[config.mk]
export PLATFORM = sky130hd
export DESIGN_NAME = lvl_trig
export DESIGN_NICKNAME = d
export VERILOG_FILES = /design/src/rtl/lvl_trig_pkg.sv /design/src/rtl/lvl_trig_cmp.sv /design/src/rtl/lvl_trig_cfgmon.sv /design/src/rtl/lvl_trig_fsm.sv /design/src/rtl/lvl_trig.sv
export SDC_FILE = /design/constraint.sdc
export NUM_CORES = 1
export LEC_CHECK = 0
export BUFFER_PORTS_ARGS = -buffer_cell sky130_fd_sc_hd__buf_2
export CORE_UTILIZATION = 45
export CTS_CLUSTER_SIZE = 25
export DETAILED_ROUTE_END_ITERATION = 7
export GPL_TIMING_DRIVEN = 0
export PLACE_DENSITY = 0.7
export SLEW_MARGIN = 30
export SYNTH_ARGS = -nofsm -noshare
export SYNTH_HDL_FRONTEND = slang
export SYNTH_SLANG_ARGS = --single-unit
[constraint.sdc]
create_clock -name clk -period 1.6 [get_ports clk]
set_input_delay 0.32 -clock clk [delete_from_list [all_inputs] [get_ports clk]]
set_output_delay 0.32 -clock clk [all_outputs]
set_load 0.02 [all_outputs]
[src/rtl/lvl_trig_pkg.sv]
package lvl_trig_pkg;

  typedef enum logic {
    SLOPE_RISE = 1'b0,
    SLOPE_FALL = 1'b1
  } slope_e;

  typedef struct packed {
    logic arm_hit;
    logic fire_hit;
  } hit_t;

endpackage

[src/rtl/lvl_trig_cmp.sv]
module lvl_trig_cmp
  import lvl_trig_pkg::*;
#(
  parameter int DW = 8
) (
  input  logic [DW-1:0] smp,
  input  logic [DW-1:0] arm_lvl,
  input  logic [DW-1:0] fire_lvl,
  input  slope_e        slope,
  output hit_t          hit
);

  logic below_arm, above_arm, below_fire, above_fire;

  always_comb begin
    below_arm  = smp < arm_lvl;
    above_arm  = smp > arm_lvl;
    below_fire = smp < fire_lvl;
    above_fire = smp > fire_lvl;
    if (slope == SLOPE_FALL) begin
      hit.arm_hit  = above_arm;
      hit.fire_hit = below_fire;
    end else begin
      hit.arm_hit  = below_arm;
      hit.fire_hit = above_fire;
    end
  end

endmodule

[src/rtl/lvl_trig_cfgmon.sv]
module lvl_trig_cfgmon #(
  parameter int CW = 17
) (
  input  logic          clk,
  input  logic          rst_n,
  input  logic [CW-1:0] cfg,
  output logic          cfg_chg
);

  logic [CW-1:0] prev_q, prev_d;
  logic          seen_q, seen_d;

  always_comb begin
    cfg_chg = seen_q && (cfg != prev_q);
    prev_d  = cfg;
    seen_d  = 1'b1;
  end

  always_ff @(posedge clk or negedge rst_n) begin
    if (!rst_n) begin
      prev_q <= '0;
      seen_q <= 1'b0;
    end else begin
      prev_q <= prev_d;
      seen_q <= seen_d;
    end
  end

  // the edge after a change sees the stored copy equal to the input again
  p_cfg_track_r11: assert property (@(posedge clk) disable iff (!rst_n)
    1'b1 |=> (prev_q == $past(cfg)));

endmodule

[src/rtl/lvl_trig_fsm.sv]
module lvl_trig_fsm
  import lvl_trig_pkg::*;
(
  input  logic clk,
  input  logic rst_n,
  input  logic vld,
  input  logic cfg_chg,
  input  hit_t hit,
  input  logic clr,
  output logic armed_q,
  output logic pulse_q,
  output logic sticky_q
);

  logic armed_d, pulse_d, sticky_d;
  logic arm_en, sticky_en;

  always_comb begin
    armed_d = armed_q;
    pulse_d = 1'b0;
    if (cfg_chg) begin
      armed_d = 1'b0;
    end else if (vld) begin
      if (armed_q && hit.fire_hit) begin
        armed_d = 1'b0;
        pulse_d = 1'b1;
      end else if (!armed_q && hit.arm_hit) begin
        armed_d = 1'b1;
      end
    end
    arm_en    = cfg_chg | vld;
    sticky_en = pulse_d | clr;
    sticky_d  = pulse_d;
  end

  always_ff @(posedge clk or negedge rst_n) begin
    if (!rst_n) begin
      armed_q  <= 1'b0;
      pulse_q  <= 1'b0;
      sticky_q <= 1'b0;
    end else begin
      pulse_q <= pulse_d;
      if (arm_en)    armed_q  <= armed_d;
      if (sticky_en) sticky_q <= sticky_d;
    end
  end

  p_fire_needs_arm_r8: assert property (@(posedge clk) disable iff (!rst_n)
    pulse_q |-> $past(armed_q));

  p_fire_disarms_r4: assert property (@(posedge clk) disable iff (!rst_n)
    pulse_q |-> !armed_q);

  p_one_cycle_r9: assert property (@(posedge clk) disable iff (!rst_n)
    pulse_q |=> !pulse_q);

  p_sticky_set_r10: assert property (@(posedge clk) disable iff (!rst_n)
    pulse_q |-> sticky_q);

  p_sticky_hold_r10: assert property (@(posedge clk) disable iff (!rst_n)
    (sticky_q && !clr) |=> sticky_q);

  p_invalid_hold_r7: assert property (@(posedge clk) disable iff (!rst_n)
    (!vld && !cfg_chg) |=> ((armed_q == $past(armed_q)) && !pulse_q));

endmodule

[src/rtl/lvl_trig.sv]
module lvl_trig
  import lvl_trig_pkg::*;
#(
  parameter int DW = 8
) (
  input  logic            clk,
  input  logic            rst_n,
  input  logic [DW-1:0]   smp,
  input  logic            smp_vld,
  input  logic [2*DW-1:0] level_cfg,
  input  logic            slope_fall,
  input  logic            clr_trig,
  output logic            trig_pulse,
  output logic            armed,
  output logic            triggered
);

  localparam int LW = 2 * DW;
  localparam int CW = LW + 1;

  logic [DW-1:0] arm_lvl, fire_lvl;
  slope_e        slope;
  hit_t          hit;
  logic          cfg_chg;

  assign arm_lvl  = level_cfg[DW-1:0];
  assign fire_lvl = level_cfg[LW-1:DW];
  assign slope    = slope_e'(slope_fall);

  lvl_trig_cmp #(.DW(DW)) u_cmp (
    .smp      (smp),
    .arm_lvl  (arm_lvl),
    .fire_lvl (fire_lvl),
    .slope    (slope),
    .hit      (hit)
  );

  lvl_trig_cfgmon #(.CW(CW)) u_cfgmon (
    .clk     (clk),
    .rst_n   (rst_n),
    .cfg     ({slope_fall, level_cfg}),
    .cfg_chg (cfg_chg)
  );

  lvl_trig_fsm u_fsm (
    .clk      (clk),
    .rst_n    (rst_n),
    .vld      (smp_vld),
    .cfg_chg  (cfg_chg),
    .hit      (hit),
    .clr      (clr_trig),
    .armed_q  (armed),
    .pulse_q  (trig_pulse),
    .sticky_q (triggered)
  );

  p_cfg_disarm_r11: assert property (@(posedge clk) disable iff (!rst_n)
    cfg_chg |=> (!armed && !trig_pulse));

endmodule

Yosys cells after proc, flatten, opt, wreduce, memory -nomap -nowiden. Index checks and enable logic that the tools add are counted.

Register bits after elaboration: 21. Bits in latches: 0. Bits in writable memories: 0. ROM bits: 0. Word-level logic and storage cells: 27. Memories: 0.

Add/subtract/negate cells: 0. Multipliers: 0. Div/mod/pow operators: 0. Magnitude comparators: 4. Eq/ne operators: 1. Shift-type cells: 0. Mux-type cells: 8. Bitwise operators: 2. Reductions and logical operators: 7.

Operators by type and width (count): $ne A17 B17 Y1 (1); $gt A8 B8 Y1 (2); $lt A8 B8 Y1 (2); $mux W1 (7); $logic_and A1 B1 Y1 (3); $reduce_and A3 Y1 (1); $reduce_bool A3 Y1 (1); $mux W2 (1); $or A1 B1 Y1 (2); $reduce_bool A2 Y1 (1); $logic_not A1 Y1 (1).

Logic depth before layout (Yosys ltp).
Word-level depth: 7. Gate-level depth with buffers: 8. Gate-level depth less buffers: 8.

Hierarchy. Synthesis repeated with hierarchy kept, for this count alone.

Cell total of the unflattened synthesis: 107. Area, all modules: 1201.2 um^2.

By module, submodules not included: lvl_trig_cfgmon (times used 1, cells an instance 42, area an instance 643.1 um^2, sequential area each 450.4 um^2); lvl_trig_cmp (times used 1, cells an instance 56, area an instance 439.2 um^2, sequential area each 0.0 um^2); lvl_trig_fsm (times used 1, cells an instance 9, area an instance 118.9 um^2, sequential area each 75.1 um^2).

Least setup slack after synthesis. No wires, ideal clock.

Path type: in2reg. Start: in level_cfg[9]. End: reg u_fsm.armed_q. Setup time: 0.065 ns. Data arrival time: 1.689 ns. Required time: 1.535 ns. Setup slack: -0.154 ns. Stages on the path: 8. Buffers on the path: 0. Cell sequence: inv_1 > ha_1 > nor2b_1 > o211ai_1 > a21oi_1 > a211oi_1 > mux2i_1 > o211a_1.

Longest elaborated chain between the ends: 6. Elaborated cells on any way between the ends: 13. Classes of those cells: 2 x order compare; 1 x eq/ne; 4 x mux; 1 x bitwise; 5 x reduce/logical.

RTL lines: from (decl) (RTL line lvl_trig.sv:10) `input logic [2*DW-1:0] level_cfg,`; $gt A8 B8 Y1 or $lt A8 B8 Y1 (tied branches) (RTL line lvl_trig_cmp.sv:19, lvl_trig_cmp.sv:18); $mux W2 (RTL line lvl_trig_cmp.sv:20) `if (slope == SLOPE_FALL) begin`; $logic_and A1 B1 Y1 (RTL line lvl_trig_fsm.sv:24) `if (armed_q && hit.fire_hit) begin`; $mux W1 (RTL line lvl_trig_fsm.sv:24); $mux W1 (RTL line lvl_trig_fsm.sv:23) `end else if (vld) begin`; $mux W1 (RTL line lvl_trig_fsm.sv:21) `if (cfg_chg) begin`; to (signal assigned) (RTL line lvl_trig_fsm.sv:43) `if (arm_en) armed_q <= armed_d;`; to (decl) (RTL line lvl_trig_fsm.sv:10) `output logic armed_q,`.

Several ways; a longest one is shown, not always the timed one. The select of a mux whose other input is x is not followed. A chain may end at the register's enable or synchronous reset.

Final worst setup path.
Start: reg u_cfgmon.prev_q[9]. End: reg u_fsm.sticky_q.

Longest elaborated chain between the ends: 4.

RTL lines: from (decl) (RTL line lvl_trig_cfgmon.sv:10) `logic [CW-1:0] prev_q, prev_d;`; from (signal assigned) (RTL line lvl_trig_cfgmon.sv:24) `prev_q <= prev_d;`; $ne A17 B17 Y1 (*) (RTL line lvl_trig_cfgmon.sv:14) `cfg_chg = seen_q && (cfg != prev_q);`; $logic_and A1 B1 Y1 (*) (RTL line lvl_trig_cfgmon.sv:14); $mux W1 (*) (RTL line lvl_trig_fsm.sv:21); $or A1 B1 Y1 (RTL line lvl_trig_fsm.sv:32) `sticky_en = pulse_d | clr;`; to (signal assigned) (RTL line lvl_trig_fsm.sv:44) `if (sticky_en) sticky_q <= sticky_d;`; to (decl) (RTL line lvl_trig_fsm.sv:12) `output logic sticky_q`.

Mark *: on every way between the ends. The rest lies on a longest branch, timed or not.

==> flow_summary.ini <==
[sta]
setup_tns_ns = -0.03586
slew_viol_final = 0
hold_viol = 0
setup_ws_ns = -0.02432
setup_violations = 2
hold_ws_ns = 0.1527
rsz0062_at_grt = true
fmax_ghz = 0.6156
fin_crit_sh_pct = 101.5
layout_min_cycle_time_ns = 1.624
clock-skew-final_ns = 0.0008426

[layout]
final_cell_mix = buf_2, dfrtp_1, inv_1
area_delta_synth_final_pct = 23.94
final_nets = 191
layout_commonest_cell = buf_2
postLayoutCoreUtil_pct = 59.09
finalInstanceArea_sq_mm = 0.001464
antenna_cells = 0
drive_gt1_share_pct = 29.66
layout.cells.non_filler = 175

[floorplan]
die_x_um = 53.23
die_h_um = 53.23
dieArea_sq_mm = 0.002833
pin_count = 32
start_util_pct = 47.68
coreArea_sq_mm = 0.002477
row_count = 18

[grt]
grt_remaining_overflow = 0
grt_max_degree = 22
antenna_found_initial = 0
grt_pass1_wl_mm = 3.608
first_global_vias = 894
grtUsageTotal_pct = 18.46

[cts]
clk_path_buf_depth = 2
clock_latency_ns = 0.30
numCtsBuffers = 3
clk_pin_slew_worst_paths_ns = 0.11
clock-sinks = 21
post_cts_buffers = 0
clockRootBuffer = clkbuf_4
htreeDepth = 1
cts_tree = built

[yosys]
syn-num-nets = 154
ys_seq_elements = 21
syn_inst = 109
synth.distinct_cells = 22
avgSynthCellArea_sq_um = 10.84
synth_warnings = 0
syn_area_sq_mm = 0.001181
ys_seq_area_share_pct = 44.49

[worst_setup_path]
r2r_slack_ns = -0.02
critical_path.max_fanout = 2
worstPathArrival_ns = 1.86
worstPathCellList = xor2_1, nor4_2, nand3_1, o41ai_2, inv_1, o22ai_2
worst_setup_path_end_kind = flop
critPathLaunch = u_cfgmon.prev_q[9]$_DFF_PN0_
startpoint_type = flop
r2r-start = u_cfgmon.prev_q[9]$_DFF_PN0_
critPathRequiredTime_ns = 1.84
slowest_stage = dfrtp_1
max_stage_delay_ns = 0.39
worstSetupPathType = flop to flop

[drt]
vias = 886
ant_nets = 0
drt_iter0_markers = 11
viasPerCell = 5.063
dr.pass1.iters = 4
routedWlPerCell_um = 12.37
route.detailed.drc = 0
drt_wl_total_mm = 2.164

[place]
placed_cells = 170
port_buffers = 31
dpl.hpwl_mm = 1.821
gp_congestion = 0.8461
dpl_cell_area_sq_mm = 0.001409

[min_path]
hp-start = level_cfg[4]
min_path_type = input pin to flop

[outcome]
status = complete, but fails checks
violations = setup timing

[pwr]
ir_worst_vdd_mv = 0.5703
leakage_nw = 0.7528
powerDensity_mw_per_mm2 = 721.4

[job]
maxCapViolCount = 0
cells in the mapped netlist:
cell type | instances | share of area [%]
nand3_1 | 3 | 1.3
o211ai_1 | 3 | 1.9
inv_1 | 17 | 5.4
xnor2_1 | 4 | 3.0
a211oi_1 | 2 | 1.3
mux2i_1 | 2 | 1.7
nand2_1 | 3 | 0.95
o41ai_2 | 1 | 1.4
conb_1 | 1 | 0.32
a21oi_1 | 6 | 2.5
nor2b_1 | 2 | 1.1
nor2_1 | 2 | 0.64
nor3_1 | 2 | 0.85
nand2b_1 | 1 | 0.53
nand4_1 | 5 | 2.6
nor4_1 | 2 | 1.1
o211a_1 | 1 | 0.85
o22ai_2 | 1 | 1.1
xor2_1 | 13 | 9.6
and3_1 | 1 | 0.53
ha_1 | 16 | 17
dfrtp_1 | 21 | 44
worst paths after layout:
check / endpoint / cells past startpoint
max reg2reg: u_fsm.sticky_q$_DFFE_PN0P_ / 6
max in group asynchronous: u_cfgmon.prev_q[11]$_DFF_PN0_ / 2
min: u_cfgmon.prev_q[4]$_DFF_PN0_ / 1
max: u_fsm.sticky_q$_DFFE_PN0P_ / 6
min reg2reg: u_fsm.sticky_q$_DFFE_PN0P_ / 2
min in group asynchronous: u_cfgmon.prev_q[14]$_DFF_PN0_ / 2
flip-flops by register name, indices dropped and copies added (netlist names):
| signal | cells |
|---|---|
| u_fsm.armed_q | 1 |
| u_cfgmon.seen_q | 1 |
| u_fsm.sticky_q | 1 |
| u_fsm.pulse_q | 1 |
| u_cfgmon.prev_q | 17 |
where the power goes:
| group | internal [mW] | total (mW) | switching, mW |
|---|---|---|---|
| clock network | 0.0973 | 0.251 | 0.153 |
| registers | 0.558 | 0.571 | 0.0135 |
| logic | 0.109 | 0.234 | 0.125 |
| total | 0.764 | 1.06 | 0.292 |
critical path: cells and delay by family (launching register included):
kind                      cells  cell delay, ns
buffers and inverters         1            0.12
AOI/OAI and AO/OA             2            0.41
DFF                           1            0.39
and+or+nand+nor               2            0.48
xor gates and xnor gates      1            0.16
metal layers:
layer	vias up	global-route usage [%]	share of wire, %
li1	445	-	-
met1	415	20.40	43
met2	23	34.38	52
met3	3	2.586	4.2
met4	0	7.895	1.2
met5	-	0	0
per-stage QoR:
step,setup slack (ns),total power [mW]
after floorplan,-0.01332,0.7118
after CTS,-0.05781,1.071
after detailed placement,-0.3818,0.8102
final,-0.02432,1.056
after global placement,-0.3689,0.7997
after global routing,-0.1560,1.110
cell type report:
| class | count | area, sq um |
|---|---|---|
| multi-input combinational | 71 | 630.6 |
| fill | 223 | 1013 |
| timing repair buffer | 32 | 167.7 |
| tap | 30 | 37.54 |
| inverter | 17 | 76.32 |
| clock buffer | 4 | 26.28 |
| sequential | 21 | 525.5 |
repair_timing:
item,in CTS,in global routing
endpoints found under the setup margin,3,3
endpoints found under the hold margin,21,0
gates resized for setup,3,1
hold buffers,1,0
pin swaps,2,0
cloned,0,0
kinds of logic (layout without fill, tap and decap cells):
family | count (synthesis) | in the layout | share of synthesized area (%)
fa+ha+maj | 16 | 16 | 16.95
mux | 2 | 2 | 1.695
other cells | 1 | 1 | 0.3175
simple gates | 21 | 21 | 9.534
compound gates | 14 | 14 | 9.004
flops | 21 | 21 | 44.49
xor+xnor | 17 | 17 | 12.61
buf+inv | 17 | 53 | 5.402
No activity file was read; power rests on OpenSTA's default activity.
